==> src/rtl/seq_pkg.sv <==
package seq_pkg;

    typedef enum logic [2:0] {
        S_LOCK   = 3'd0,
        S_SETTLE = 3'd1,
        S_IDLE   = 3'd2,
        S_UP     = 3'd3,
        S_ON     = 3'd4,
        S_DOWN   = 3'd5,
        S_DONE   = 3'd6
    } seq_state_e;

    localparam logic [2:0] MASK_LEN = 3'd5;

endpackage

==> src/rtl/seq_uv_filt.sv <==
module seq_uv_filt #(
    parameter int FILT_CYC = 1750
) (
    input  logic clk,
    input  logic rst_n,
    input  logic raw_ok,
    output logic filt_ok
);
    localparam int CW = (FILT_CYC > 1) ? $clog2(FILT_CYC) : 1;
    localparam logic [CW-1:0] LAST = CW'(FILT_CYC - 1);

    typedef struct packed {
        logic [CW-1:0] cnt;
        logic          ok;
    } filt_t;

    filt_t q, n;

    always_comb begin
        n = q;
        if (raw_ok) begin
            n.cnt = '0;
            n.ok  = 1'b1;
        end else if (q.cnt == LAST) begin
            n.ok = 1'b0;
        end else begin
            n.cnt = q.cnt + 1'b1;
        end
    end

    always_ff @(posedge clk or negedge rst_n) begin
        if (!rst_n) begin
            q.cnt <= LAST;
            q.ok  <= 1'b0;
        end else begin
            q <= n;
        end
    end

    assign filt_ok = q.ok;
endmodule

==> src/rtl/seq_line_sync.sv <==
module seq_line_sync (
    input  logic clk,
    input  logic rst_n,
    input  logic line_in,
    output logic line_lvl,
    output logic line_rise
);
    typedef struct packed {
        logic s1;
        logic s2;
        logic prev;
    } sync_t;

    sync_t q, n;

    always_comb begin
        n.s1   = line_in;
        n.s2   = q.s1;
        n.prev = q.s2;
    end

    always_ff @(posedge clk or negedge rst_n) begin
        if (!rst_n) begin
            q <= '0;
        end else begin
            q <= n;
        end
    end

    assign line_lvl  = q.s2;
    assign line_rise = q.s2 & ~q.prev;
endmodule

==> src/rtl/seq_rail.sv <==
module seq_rail #(
    parameter int DLY_W = 16
) (
    input  logic             clk,
    input  logic             rst_n,
    input  logic             tick,
    input  logic             up_go,
    input  logic             dn_go,
    input  logic             kill_go,
    input  logic [DLY_W-1:0] on_dly,
    input  logic [DLY_W-1:0] off_dly,
    output logic             gate_on,
    output logic             gate_fast
);
    typedef struct packed {
        logic [DLY_W-1:0] cnt;
        logic             up_arm;
        logic             dn_arm;
        logic             on;
        logic             fast;
    } rail_t;

    rail_t q, n;

    always_comb begin
        n = q;
        if (kill_go) begin
            n.on     = 1'b0;
            n.fast   = 1'b1;
            n.up_arm = 1'b0;
            n.dn_arm = 1'b0;
        end else if (up_go) begin
            n.up_arm = 1'b1;
            n.dn_arm = 1'b0;
            n.cnt    = '0;
        end else if (dn_go) begin
            n.up_arm = 1'b0;
            n.dn_arm = q.on;
            n.cnt    = '0;
        end else if (tick) begin
            if (q.up_arm) begin
                if (q.cnt == on_dly) begin
                    n.on     = 1'b1;
                    n.fast   = 1'b0;
                    n.up_arm = 1'b0;
                end else begin
                    n.cnt = q.cnt + 1'b1;
                end
            end else if (q.dn_arm) begin
                if (q.cnt == off_dly) begin
                    n.on     = 1'b0;
                    n.fast   = 1'b0;
                    n.dn_arm = 1'b0;
                end else begin
                    n.cnt = q.cnt + 1'b1;
                end
            end
        end
    end

    always_ff @(posedge clk or negedge rst_n) begin
        if (!rst_n) begin
            q.cnt    <= '0;
            q.up_arm <= 1'b0;
            q.dn_arm <= 1'b0;
            q.on     <= 1'b0;
            q.fast   <= 1'b1;
        end else begin
            q <= n;
        end
    end

    assign gate_on   = q.on;
    assign gate_fast = q.fast;
endmodule

==> src/rtl/seq_core.sv <==
module seq_core
    import seq_pkg::*;
#(
    parameter int N_RAIL     = 4,
    parameter int SETTLE_CYC = 10000,
    parameter int PGOOD_CYC  = 160000,
    parameter int TICK_DIV   = 250
) (
    input  logic              clk,
    input  logic              rst_n,
    input  logic              en_act,
    input  logic              good_all,
    input  logic              line_lvl,
    input  logic              line_rise,
    input  logic [N_RAIL-1:0] gate_on,
    output logic              tick,
    output logic              up_go,
    output logic              dn_go,
    output logic              kill_go,
    output logic              pgood,
    output logic              pull_low
);
    localparam int SW = $clog2(SETTLE_CYC + 1);
    localparam int PW = $clog2(PGOOD_CYC + 1);
    localparam logic [SW-1:0] SETTLE_LAST = SW'(SETTLE_CYC - 1);
    localparam logic [PW-1:0] PG_LAST     = PW'(PGOOD_CYC - 1);

    typedef struct packed {
        seq_state_e    state;
        logic [SW-1:0] settle_cnt;
        logic [PW-1:0] pg_cnt;
        logic          pg;
        logic          drv;
        logic [2:0]    mask;
    } core_t;

    core_t q, n;
    logic  all_on, all_off;

    assign all_on  = &gate_on;
    assign all_off = ~|gate_on;

    generate
        if (TICK_DIV <= 1) begin : g_notick
            assign tick = 1'b1;
        end else begin : g_tick
            localparam int TW = $clog2(TICK_DIV);
            localparam logic [TW-1:0] T_LAST = TW'(TICK_DIV - 1);
            logic [TW-1:0] tcnt_q, tcnt_d;
            always_comb begin
                tcnt_d = (tcnt_q == T_LAST) ? '0 : tcnt_q + 1'b1;
            end
            always_ff @(posedge clk or negedge rst_n) begin
                if (!rst_n) tcnt_q <= '0;
                else        tcnt_q <= tcnt_d;
            end
            assign tick = (tcnt_q == T_LAST);
        end
    endgenerate

    always_comb begin
        n       = q;
        up_go   = 1'b0;
        dn_go   = 1'b0;
        kill_go = 1'b0;
        if (q.mask != 3'd0) n.mask = q.mask - 3'd1;

        case (q.state)
            S_LOCK: begin
                if (good_all) begin
                    n.state      = S_SETTLE;
                    n.settle_cnt = '0;
                end
            end
            S_SETTLE: begin
                if (!good_all) begin
                    n.state = S_LOCK;
                end else if (en_act && line_rise && q.mask == 3'd0) begin
                    n.state = S_UP;
                    up_go   = 1'b1;
                end else if (tick) begin
                    if (q.settle_cnt == SETTLE_LAST) n.state = S_IDLE;
                    else n.settle_cnt = q.settle_cnt + 1'b1;
                end
            end
            S_IDLE: begin
                if (!good_all) begin
                    n.state = S_LOCK;
                end else if (en_act && line_lvl) begin
                    n.state = S_UP;
                    up_go   = 1'b1;
                end
            end
            S_UP, S_ON, S_DOWN: begin
                if (!good_all) begin
                    n.state = S_LOCK;
                    kill_go = 1'b1;
                end else if (!line_lvl) begin
                    n.state = S_IDLE;
                    kill_go = 1'b1;
                end else if (q.state == S_DOWN) begin
                    if (all_off) n.state = S_DONE;
                end else if (!en_act) begin
                    n.state = S_DOWN;
                    dn_go   = 1'b1;
                end else if (q.state == S_UP) begin
                    if (all_on) begin
                        n.state  = S_ON;
                        n.pg_cnt = '0;
                    end
                end else if (tick && !q.pg) begin
                    if (q.pg_cnt == PG_LAST) n.pg = 1'b1;
                    else n.pg_cnt = q.pg_cnt + 1'b1;
                end
            end
            S_DONE: begin
                if (!good_all)   n.state = S_LOCK;
                else if (en_act) n.state = S_IDLE;
            end
            default: n.state = S_LOCK;
        endcase

        if (n.state != S_ON) n.pg = 1'b0;
        n.drv = (n.state == S_LOCK) || (n.state == S_DONE) ||
                ((n.state == S_IDLE) && !en_act);
        if (q.drv && !n.drv) n.mask = MASK_LEN;
    end

    always_ff @(posedge clk or negedge rst_n) begin
        if (!rst_n) begin
            q.state      <= S_LOCK;
            q.settle_cnt <= '0;
            q.pg_cnt     <= '0;
            q.pg         <= 1'b0;
            q.drv        <= 1'b1;
            q.mask       <= 3'd0;
        end else begin
            q <= n;
        end
    end

    assign pgood    = q.pg & en_act & good_all;
    assign pull_low = q.drv | ((q.state == S_DOWN) && all_off);
endmodule

==> src/rtl/pwr_seq_ctrl.sv <==
module pwr_seq_ctrl #(
    parameter int N_RAIL     = 4,
    parameter int DLY_W      = 16,
    parameter int FILT_CYC   = 1750,
    parameter int SETTLE_CYC = 10000,
    parameter int PGOOD_CYC  = 160000,
    parameter int TICK_DIV   = 250
) (
    input  logic                    clk,
    input  logic                    rst_n,
    input  logic                    cfg_en_low,
    input  logic                    enable_in,
    input  logic [N_RAIL-1:0]       uv_ok,
    input  logic                    line_in,
    input  logic [N_RAIL*DLY_W-1:0] on_dly_cfg,
    input  logic [N_RAIL*DLY_W-1:0] off_dly_cfg,
    output logic [N_RAIL-1:0]       gate_on,
    output logic [N_RAIL-1:0]       gate_fast,
    output logic                    pgood,
    output logic                    line_pull_low
);
    localparam int CFG_W = N_RAIL * DLY_W;

    logic [CFG_W-1:0]  on_dly_q, off_dly_q;
    logic [N_RAIL-1:0] uv_filt;
    logic              good_all, en_act, line_lvl, line_rise;
    logic              tick, up_go, dn_go, kill_go;

    always_ff @(posedge clk) begin
        if (!rst_n) begin
            on_dly_q  <= on_dly_cfg;
            off_dly_q <= off_dly_cfg;
        end
    end

    assign en_act   = enable_in ^ cfg_en_low;
    assign good_all = &uv_filt;

    seq_line_sync u_sync (
        .clk       (clk),
        .rst_n     (rst_n),
        .line_in   (line_in),
        .line_lvl  (line_lvl),
        .line_rise (line_rise)
    );

    seq_core #(
        .N_RAIL     (N_RAIL),
        .SETTLE_CYC (SETTLE_CYC),
        .PGOOD_CYC  (PGOOD_CYC),
        .TICK_DIV   (TICK_DIV)
    ) u_core (
        .clk       (clk),
        .rst_n     (rst_n),
        .en_act    (en_act),
        .good_all  (good_all),
        .line_lvl  (line_lvl),
        .line_rise (line_rise),
        .gate_on   (gate_on),
        .tick      (tick),
        .up_go     (up_go),
        .dn_go     (dn_go),
        .kill_go   (kill_go),
        .pgood     (pgood),
        .pull_low  (line_pull_low)
    );

    generate
        for (genvar i = 0; i < N_RAIL; i++) begin : g_rail
            seq_uv_filt #(.FILT_CYC(FILT_CYC)) u_filt (
                .clk     (clk),
                .rst_n   (rst_n),
                .raw_ok  (uv_ok[i]),
                .filt_ok (uv_filt[i])
            );
            seq_rail #(.DLY_W(DLY_W)) u_rail (
                .clk       (clk),
                .rst_n     (rst_n),
                .tick      (tick),
                .up_go     (up_go),
                .dn_go     (dn_go),
                .kill_go   (kill_go),
                .on_dly    (on_dly_q[i*DLY_W +: DLY_W]),
                .off_dly   (off_dly_q[i*DLY_W +: DLY_W]),
                .gate_on   (gate_on[i]),
                .gate_fast (gate_fast[i])
            );
        end
    endgenerate
endmodule

==> config.mk <==
export PLATFORM = sky130hd
export DESIGN_NAME = pwr_seq_ctrl
export DESIGN_NICKNAME = d
export VERILOG_FILES = /design/src/rtl/seq_pkg.sv /design/src/rtl/seq_uv_filt.sv /design/src/rtl/seq_line_sync.sv /design/src/rtl/seq_rail.sv /design/src/rtl/seq_core.sv /design/src/rtl/pwr_seq_ctrl.sv
export SDC_FILE = /design/constraint.sdc
export NUM_CORES = 1
export LEC_CHECK = 0
export BUFFER_PORTS_ARGS = -buffer_cell sky130_fd_sc_hd__buf_4
export CAP_MARGIN = 10
export CELL_PAD_IN_SITES_DETAIL_PLACEMENT = 2
export CELL_PAD_IN_SITES_GLOBAL_PLACEMENT = 2
export CORE_MARGIN = 2
export CORE_UTILIZATION = 43
export CTS_CLUSTER_SIZE = 28
export DETAILED_ROUTE_END_ITERATION = 10
export GPL_TIMING_DRIVEN = 0
export PLACE_DENSITY = 0.95
export SKIP_LAST_GASP = 1
export SLEW_MARGIN = 20
export SYNTH_ARGS = -nofsm -noshare
export SYNTH_HDL_FRONTEND = slang
export SYNTH_SLANG_ARGS = --single-unit
==> constraint.sdc <==
create_clock -name clk -period 6 [get_ports clk]
set_input_delay 0.9 -clock clk [delete_from_list [all_inputs] [get_ports clk]]
set_output_delay 0.9 -clock clk [all_outputs]
set_load 0.005 [all_outputs]
# Word-level counts from Yosys, hierarchy flattened
# Cells that the tools add are included.
[totals] latch_bits=0 out_inout_bits=10 register_bits=307 elab_cells=308 in_bits=137 memories=0 ramBits=0 mem_bits_ro=0
[op_classes] shifts=0 n_mul=0 eq_ne=55 n_mux=129 div_mod_pow=0 magnitude_cmp=0 n_addsub=12 n_reduce_logical=64 bitwise=8
[ops] operator="$mux 16" count=16
[ops] operator="$mux 18" count=11
[ops] operator="$eq 16x16->1" count=8
[ops] operator="$mux 20" count=4
[ops] operator="$mux 3" count=24
[ops] operator="$add 16x1->16 const B" count=4
[ops] operator="$mux 12" count=4
[ops] operator="$add 11x1->11 const B" count=4
[ops] operator="$eq 11x11->1 const B" count=4
[ops] operator="$mux 11" count=4
[ops] operator="$mux 14" count=3
[ops] operator="$mux 1" count=36
[ops] operator="$mux 17" count=2
[ops] operator="$mux 2" count=16
[ops] operator="$reduce_and 6->1" count=5
[ops] operator="$reduce_bool 3->1" count=10
[ops] operator="$pmux 14 s2" count=1
[ops] operator="$reduce_bool 2->1" count=14
[ops] operator="$ne 4x4->1 const B" count=6
[ops] operator="$reduce_and 5->1" count=4
[ops] operator="$reduce_bool 4->1" count=5
[ops] operator="$mux 19" count=1
[ops] operator="$add 18x1->18 const B" count=1
[ops] operator="$eq 18x18->1 const B" count=1
[ops] operator="other kinds (32)" count=80

# Logic depth before layout (Yosys ltp)
# Gate-level depths: netlist of the first run.
[logic_depth] depth_word=14 mapped_depth=11

# Hierarchy
# Synthesis of the first run repeated with hierarchy kept, for this count alone.
[unflattened] cells_unflattened=1439 hier_area_um2=16509.6
[by_module_without_submodules] module="seq_rail" n_inst=4 area_per_inst_um2=1783.0 cells_per_inst=185
[by_module_without_submodules] module="pwr_seq_ctrl" n_inst=1 area_per_inst_um2=3865.0 cells_per_inst=131
[by_module_without_submodules] module="seq_core" n_inst=1 area_per_inst_um2=2816.5 cells_per_inst=314
[by_module_without_submodules] module="seq_uv_filt at g_rail[2].u_filt ..." n_inst=2 area_per_inst_um2=669.4 cells_per_inst=64
[by_module_without_submodules] module="seq_uv_filt at g_rail[1].u_filt" n_inst=1 area_per_inst_um2=639.4 cells_per_inst=61
[by_module_without_submodules] module="seq_uv_filt at g_rail[0].u_filt" n_inst=1 area_per_inst_um2=629.4 cells_per_inst=61
[by_module_without_submodules] module="seq_line_sync" n_inst=1 area_per_inst_um2=88.8 cells_per_inst=4

# Worst setup path before layout of the first run
# Ideal clock, no wire load.
[synth_timing] path_kind="input port to flip-flop" start="in rst_n" end="reg off_dly_q[0], enable pin" slack_ns=2.148 required_time_ns=5.520 setup_time_ns=0.480 n_path_buf=0 t_arrival_ns=3.372 path_stages=1 path_cell_list="inv_1"
[synth_lines] element="from (decl)" line_no="pwr_seq_ctrl.sv:10" source="input logic rst_n,"
[synth_lines] element="to (signal assigned)" line_no="pwr_seq_ctrl.sv:32" source="off_dly_q <= off_dly_cfg;"
[synth_lines] element="to (decl)" line_no="pwr_seq_ctrl.sv:24" source="logic [CFG_W-1:0] on_dly_q, off_dly_q;"
# No word-level cell between the ends.

# Worst setup path in the final report of the first run
[layout_timing] start="reg u_core.q[0] in the netlist's numbering" end="reg g_rail[3].u_rail.q[9] in the netlist's numbering"
[layout_via] elab_chain_len=7
[layout_rtl] element="from (decl)" line_no="seq_core.sv:37" source="core_t q, n;"
[layout_rtl] element="from (signal assigned)" line_no="seq_core.sv:138" source="q <= n;"
[layout_rtl] element="$logic_not 3->1 *" line_no="seq_core.sv:78" source="end else if (en_act && line_rise && q.mask == 3'd0) begin"
[layout_rtl] element="$logic_and 1x1->1 *" line_no="seq_core.sv:78"
[layout_rtl] element="$mux 1 *" line_no="seq_core.sv:78"
[layout_rtl] element="$mux 1 *" line_no="seq_core.sv:76" source="if (!good_all) begin"
[layout_rtl] element="$pmux 1 s2 *" line_no="seq_core.sv:68" source="case (q.state)"
[layout_rtl] element="$ne 4x4->1 (no line), or another cell as far along"
[layout_rtl] element="$reduce_and 5->1 (no line)"
[layout_rtl] element="to (signal assigned)" line_no="seq_rail.sv:69" source="q <= n;"
[layout_rtl] element="to (decl)" line_no="seq_rail.sv:23" source="rail_t q, n;"
# Mark *: on every way between the ends. The rest lies on a longest branch, timed or not.
# A chain may end at the register's enable or synchronous reset.

==> impl_metrics.env, run 1 <==
export IMPL_cp_slowest_stage_delay_ps=660
export IMPL_setup_worst_path_end_class="flop"
export IMPL_cts_tree="done"
export IMPL_grt_pass1_wl_mm=85.86
export IMPL_async_flop_share=0.5831
export IMPL_final_nets=1639
export IMPL_die_h_um=188.3
export IMPL_cts_max_level=2
export IMPL_wl_met3_mm=2.311
export IMPL_gp_congestion=0.8090
export IMPL_insertion_delay_ps=530
export IMPL_drive_gt1_frac=0.1795
export IMPL_setup_viol=0
export IMPL_start_kind="flop"
export IMPL_dieArea_um2=35460
export IMPL_ys_seq_area_frac=0.5726
export IMPL_yosys_most_used_dff="dfrtp_1"
export IMPL_synth_common_cells="dfrtp_1 (146), nor2_1 (134), edfxtp_1 (128)"
export IMPL_dr_wl_met2_mm=29.26
export IMPL_tightest_slew_ps=1088
export IMPL_crit_start="u_core.q[0]"
export IMPL_yosysUniqueCellTypes=75
export IMPL_antenna_found_initial=0
export IMPL_cts_setup_buffers=0
export IMPL_slew_viol_final=0
export IMPL_syn_nets=1453
export IMPL_stdcell_area_um2=17490
export IMPL_status="finished clean"
export IMPL_core_rowCount=67
export IMPL_dieWidth_um=188.3
export IMPL_place_area_um2=16330
export IMPL_portBuffers=146
export IMPL_timing_rr_start="u_core.q[0]"
export IMPL_syn_avg_cell_area_um2=11.25
export IMPL_synth_edff_count=128
export IMPL_syn_area_um2=14610
export IMPL_cts_root_buf="clkbuf_16"
export IMPL_cts_hold_buf=0
export IMPL_cts_resized_gates=0
export IMPL_floorplan_initialDensity=0.4356
export IMPL_p_per_area_nw_per_um2=344.3
export IMPL_top_layer="met4"
export IMPL_rsz0062_at_grt="false"
export IMPL_worst_endpoint_arrival_ps=3940
export IMPL_wl_met1_mm=21.23
export IMPL_slew_headroom=0.2683
export IMPL_ir_drop_mv=0.2424
export IMPL_ys_ff_latch=307
export IMPL_postRouteAntennaNets=0
export IMPL_n_antenna_cell=0
export IMPL_post_drt_wl_per_cell_um=28.14
export IMPL_finish_utilization=0.5217
export IMPL_cts_max_path_buffers=3
export IMPL_path_clk_slew_ps=70
export IMPL_fill_cells=3311
export IMPL_tns_ps=0
export IMPL_post_route_period_util=0.5971
export IMPL_drtIter0Drc=764
export IMPL_grt_use_total=0.3154
export IMPL_p_comb_frac=0.182
export IMPL_yosys_area_top_type="edfxtp_1"
export IMPL_place_hpwl_mm=34.00
export IMPL_synth_most_common_cell="dfrtp_1"
export IMPL_p_leak_nw=7.033
export IMPL_min_from="u_sync.n[1]"
export IMPL_fin_worst_skew_ps=22.19
export IMPL_core_um2=33530
export IMPL_swShare=0.3131
export IMPL_cpMaxStageDelayCell="buf_1"
export IMPL_period_minus_slack_ps=3583
export IMPL_cts_buffers=36
export IMPL_ys_warn_count=0
export IMPL_p_seq_frac=0.447
export IMPL_maxCapViolCount=0
export IMPL_worst_path_max_fanout=10
export IMPL_internal_power_w=0.004137
export IMPL_grt_overflow=0
export IMPL_wl_mm=55.11
export IMPL_route_detailed_drc=0
export IMPL_grt_pass1_vias=13715
export IMPL_critPathKind="flop to flop"
export IMPL_synth_top_area_share=0.2631
export IMPL_num_vias=11625
export IMPL_cp_cell_sequence="inv_1 -> ha_1 -> nor3b_1 -> nand4_1 -> a31oi_4 -> clkbuf_1 -> buf_1 -> nor2_1"
export IMPL_vias_per_cell=5.937
export IMPL_pwr_share_clk=0.370
export IMPL_syn_instance_count=1298
export IMPL_final_hold_viol_count=0
export IMPL_area_growth_syn_to_layout_pct=19.76
export IMPL_ios=147
export IMPL_p_sw_w=0.001885
export IMPL_max_freq_mhz=279.1
export IMPL_hold_class="flop to flop"
export IMPL_grt_max_degree=96
export IMPL_synth_area_top_cells="edfxtp_1 (26%), dfrtp_1 (25%), xnor2_1 (6.8%), xor2_1 (6.5%), dfstp_2 (5.9%)"
export IMPL_firstDrtPassIters=5
export IMPL_cts_sinks=307
export IMPL_cp_required_ps=6350
==> critical path: cells and delay by family, from the launching register on <==
family                   cells  cell delay (ps)
flip-flops                   1              410
adder cells (fa/ha/maj)      1              200
AO/OA/AOI/OAI                1              380
buffers and inverters        3             1330
AND/OR/NAND/NOR              3             1070
==> worst paths after layout <==
path	endpoint	slack, ps	cells after the start
worst max-delay path	g_rail[3].u_rail.q[9]	2420	8
min in group asynchronous	g_rail[3].u_filt.q[4]	400	1
worst min-delay path	u_sync.line_lvl	390	0
worst max register to register	g_rail[3].u_rail.q[9]	2420	8
max in group asynchronous	g_rail[0].u_rail.q[9]	4550	2
worst min register to register	u_sync.line_lvl	390	0
==> cell type report <==
type	instances	area, um^2	area share
flip-flops and latches	307	8364	0.4781
multi-input cells	908	5886	0.3365
repair buffers	148	1159	0.06623
clock buffers	59	1080	0.06173
well taps	448	560.5	0.03204
plain buffers	54	254.0	0.01452
inverters	29	116.4	0.006652
clock inverters	5	73.82	0.004220
==> cells by family after synthesis <==
family | Yosys count | share of synthesized area
simple gates | 504 | 0.1789
buf+inv | 83 | 0.02484
compound gates | 156 | 0.06904
xor+xnor | 222 | 0.1336
mux | 8 | 0.005482
flops | 307 | 0.5726
fa+ha+maj | 18 | 0.01542
==> metrics by stage <==
stage	setup slack, ps	total power, W	hold WS (ps)	std cells
finish	2417	0.006022	389.7	1958
floorplan	2148	0.003247	331.2	1298
CTS	2506	0.006039	382.3	1958
global route	2295	0.006223	382.7	1958
detailed placement	2396	0.003716	348.5	1894
global placement	-1464	0.003561	336.6	1892
==> registers in the layout (all words and copies together), names as in the netlist <==
register                 flops
g_rail.u_filt.filt_ok        4
g_rail.u_filt.q             44
g_rail.u_rail.gate_fast      4
g_rail.u_rail.gate_on        4
g_rail.u_rail.q             72
off_dly_q                   64
on_dly_q                    64
u_core.g_tick.tcnt_q         8
u_core.q                    40
u_sync.line_lvl              1
u_sync.n                     1
u_sync.q                     1
==> layout by cell type (no fill, tap or decap), types with 3 or more instances in the layout <==
cell / netlist / layout
clkbuf_16: 0 / 38
o31ai_1: 9 / 9
or4_1: 7 / 7
nor3_1: 17 / 17
a21o_1: 9 / 9
nand4_1: 65 / 65
a211o_1: 3 / 3
and3_1: 28 / 28
xnor2_1: 113 / 113
nor2_1: 134 / 134
edfxtp_1: 128 / 128
and4_1: 5 / 5
nor2b_1: 13 / 13
o21ai_0: 50 / 50
a211oi_1: 5 / 5
nand2b_1: 5 / 5
a21oi_1: 42 / 42
a31oi_1: 5 / 5
dfstp_2: 33 / 33
o2bb2ai_1: 3 / 3
inv_1: 29 / 28
clkbuf_1: 31 / 47
buf_2: 10 / 10
mux2i_1: 8 / 8
nand3_1: 56 / 56
nand2_1: 90 / 90
o211ai_1: 3 / 3
a32o_1: 3 / 3
buf_4: 10 / 155
clkbuf_8: 0 / 5
nand4b_1: 5 / 5
nor4_1: 21 / 20
and2_1: 9 / 9
or3_1: 26 / 26
ha_1: 18 / 18
o21bai_1: 4 / 4
nor4_2: 2 / 3
xor2_1: 108 / 108
dfrtp_1: 146 / 146
==> power groups by stage <==
stage	registers [W]	clock network (W)	logic (W)
final	0.00269	0.00223	0.00110
after global routing	0.00272	0.00233	0.00118
after CTS	0.00269	0.00226	0.00109
after detailed placement	0.00271	0	0.00101
after global placement	0.00267	0	0.000887
after floorplan	0.00261	0	0.000636
==> routing by layer <==
metal,GRT usage,up-vias
met5,0,-
met4,0.1328,0
met3,0.04861,184
met2,0.5806,422
met1,0.3645,6044
li1,-,4975
No activity file was read; power rests on OpenSTA's default activity.
==> inputs of run 2 (changes only) <==
- CORE_UTILIZATION: 43 -> 36
- PLACE_DENSITY: 0.95 -> 0.86
- clock period: 6 -> 3.25 ns (I/O delays scaled with it)
==> impl_metrics.env, run 2 (same netlist as run 1, synthesis figures left out) <==
export IMPL_status="finished clean"
export IMPL_p_sw_w=0.003286
export IMPL_grt_pass1_wl_mm=69.95
export IMPL_largestRegisters="g_rail.u_rail.q (72), off_dly_q (64), on_dly_q (64)"
export IMPL_gp_congestion=0.7982
export IMPL_slew_viol_final=0
export IMPL_place_inst=1974
export IMPL_cts_root_buf="clkbuf_16"
export IMPL_power_w=0.01112
export IMPL_fill_cells=4030
export IMPL_cts_buffers=38
export IMPL_r2r_end="g_rail[3].u_rail.q[18]"
export IMPL_tns_ps=0
export IMPL_rsz0062_at_grt="false"
export IMPL_route_detailed_drc=0
export IMPL_vias_per_cell=5.298
export IMPL_slew_headroom=0.2979
export IMPL_fin_worst_skew_ps=17.24
export IMPL_regMostFlops="g_rail.u_rail.q"
export IMPL_ir_drop_mv=0.3428
export IMPL_min_from="line_in"
export IMPL_final_hold_viol_count=0
export IMPL_p_comb_frac=0.165
export IMPL_drtIter0Drc=526
export IMPL_ios=147
export IMPL_period_minus_slack_ps=2974
export IMPL_setup_worst_path_end_class="flop"
export IMPL_final_cell_mix="buf_4 (155), dfrtp_1 (146), nor2_1 (133)"
export IMPL_finish_utilization=0.4464
export IMPL_regArea_um2=8364
export IMPL_num_vias=10834
export IMPL_r2r_cells=8
export IMPL_p_leak_nw=7.145
export IMPL_largest_reg_flops=72
export IMPL_grt_use_total=0.2132
export IMPL_postRouteAntennaNets=0
export IMPL_setup_viol=0
export IMPL_grt_pass1_vias=12497
export IMPL_grt_overflow=0
export IMPL_worst_path_max_fanout=10
export IMPL_cts_tree="done"
export IMPL_tightest_slew_ps=1044
export IMPL_critPathKind="flop to flop"
export IMPL_dieWidth_um=205.4
export IMPL_multi_input_area_um2=5911
export IMPL_swShare=0.2956
export IMPL_place_hpwl_mm=30.45
export IMPL_rrSetupSlack_ps=280
export IMPL_dieArea_um2=42200
export IMPL_post_route_period_util=0.9149
export IMPL_timing_rr_start="g_rail[1].u_filt.filt_ok"
export IMPL_antenna_found_initial=0
export IMPL_grt_max_degree=86
export IMPL_cts_max_level=2
export IMPL_cts_sinks=307
export IMPL_core_rowCount=73
export IMPL_n_antenna_cell=0
export IMPL_drive_gt1_frac=0.1954
export IMPL_p_seq_frac=0.442
export IMPL_internal_power_w=0.007830
export IMPL_portBuffers=146
export IMPL_insertion_delay_ps=560
export IMPL_wl_mm=43.42
export IMPL_post_drt_wl_per_cell_um=21.23
export IMPL_path_clk_slew_ps=60
export IMPL_place_area_um2=16490
export IMPL_cp_required_ps=3740
export IMPL_area_growth_syn_to_layout_pct=21.99
export IMPL_worst_endpoint_arrival_ps=3470
export IMPL_hold_end="u_sync.n[1]"
export IMPL_start_kind="flop"
export IMPL_fin_cells=2045
export IMPL_hold_class="input pin to flop"
export IMPL_max_freq_mhz=336.3
export IMPL_final_common_cell="buf_4"
export IMPL_stdcell_area_um2=17820
export IMPL_hold_depth=1
export IMPL_cts_max_path_buffers=3
export IMPL_floorplan_initialDensity=0.3659
export IMPL_pwr_share_clk=0.393
export IMPL_p_per_area_nw_per_um2=623.9
export IMPL_maxCapViolCount=0
export IMPL_final_nets=1646
export IMPL_die_h_um=205.4
export IMPL_firstDrtPassIters=4
export IMPL_core_um2=39910
## run 2: cell types whose count changed in the layout (fill, tap and decap cells not counted), sizes merged
cell	delta
inv	+2
buf	+2
clkbuf	-7
clkinvlp	+4
clkinv	+8
dlygate4sd3	+1
## run 2: final cells by class
class | instances | share of cell area
Clock inverter | 18 | 0.008777
Timing Repair Buffer | 152 | 0.06896
Timing Repair inverter | 1 | 0.0002809
Sequential cell | 307 | 0.4694
Buffer | 54 | 0.01432
Tap cell | 525 | 0.03687
Clock buffer | 51 | 0.06334
Inverter | 29 | 0.006320
Multi-Input combinational cell | 908 | 0.3317
## run 2: power groups by stage
stage	clock network [W]	registers (W)	logic [W]
6_report	0.00437	0.00491	0.00184
2_1_floorplan	0	0.00482	0.00117
4_1_cts	0.00446	0.00492	0.00185
5_1_grt	0.00462	0.00497	0.00204
3_5_place_dp	0	0.00498	0.00181
3_3_place_gp	0	0.00494	0.00165
## run 2: worst max-delay path, stage by stage, from the launching register on
cell      delay (ps)
dfrtp_1          420
and4_1           410
a22oi_1          210
clkbuf_1         330
nor2_2           420
nor2_2           150
or3b_1           440
or4_1            420
nand2_1           90
## run 2: timing repair
item,4_1_cts,5_1_grt
hold buffers,1,0
resized for setup,0,5
buffers inserted,0,0
setup endpoints to repair,0,37
endpoints found under the hold margin,23,0
## run 2: metrics by stage
step | worst slack [ps] | hold WS, ps
3_5_place_dp | 143.4 | 352.4
6_report | 276.4 | 51.36
2_1_floorplan | 531.8 | 191.9
3_3_place_gp | -3250 | 333.2
4_1_cts | 98.24 | 25.49
5_1_grt | 85.96 | 24.32
## run 2: metal layers
metal  global-route usage  share of wire  vias to the layer above
met5                    0              0                        -
met4              0.06295          0.025                        0
met3              0.03595          0.035                       68
met2               0.3809           0.51                      210
met1               0.2637           0.43                     5546
li1                     -              -                     5010
## run 2: worst max-delay path by stage
| stage | startpoint | end | slack [ps] |
|---|---|---|---|
| final | g_rail[1].u_filt.filt_ok | g_rail[3].u_rail.q[18] | 280 |
| after global routing | g_rail[3].u_rail.q[5] | g_rail[3].u_rail.q[7] | 90 |
| after CTS | g_rail[1].u_filt.filt_ok | g_rail[3].u_rail.q[18] | 100 |
| after detailed placement | g_rail[1].u_rail.q[10] | g_rail[1].u_rail.q[15] | 140 |
| after global placement | rst_n | off_dly_q[50] | -3250 |
| after floorplan | rst_n | off_dly_q[0] | 530 |
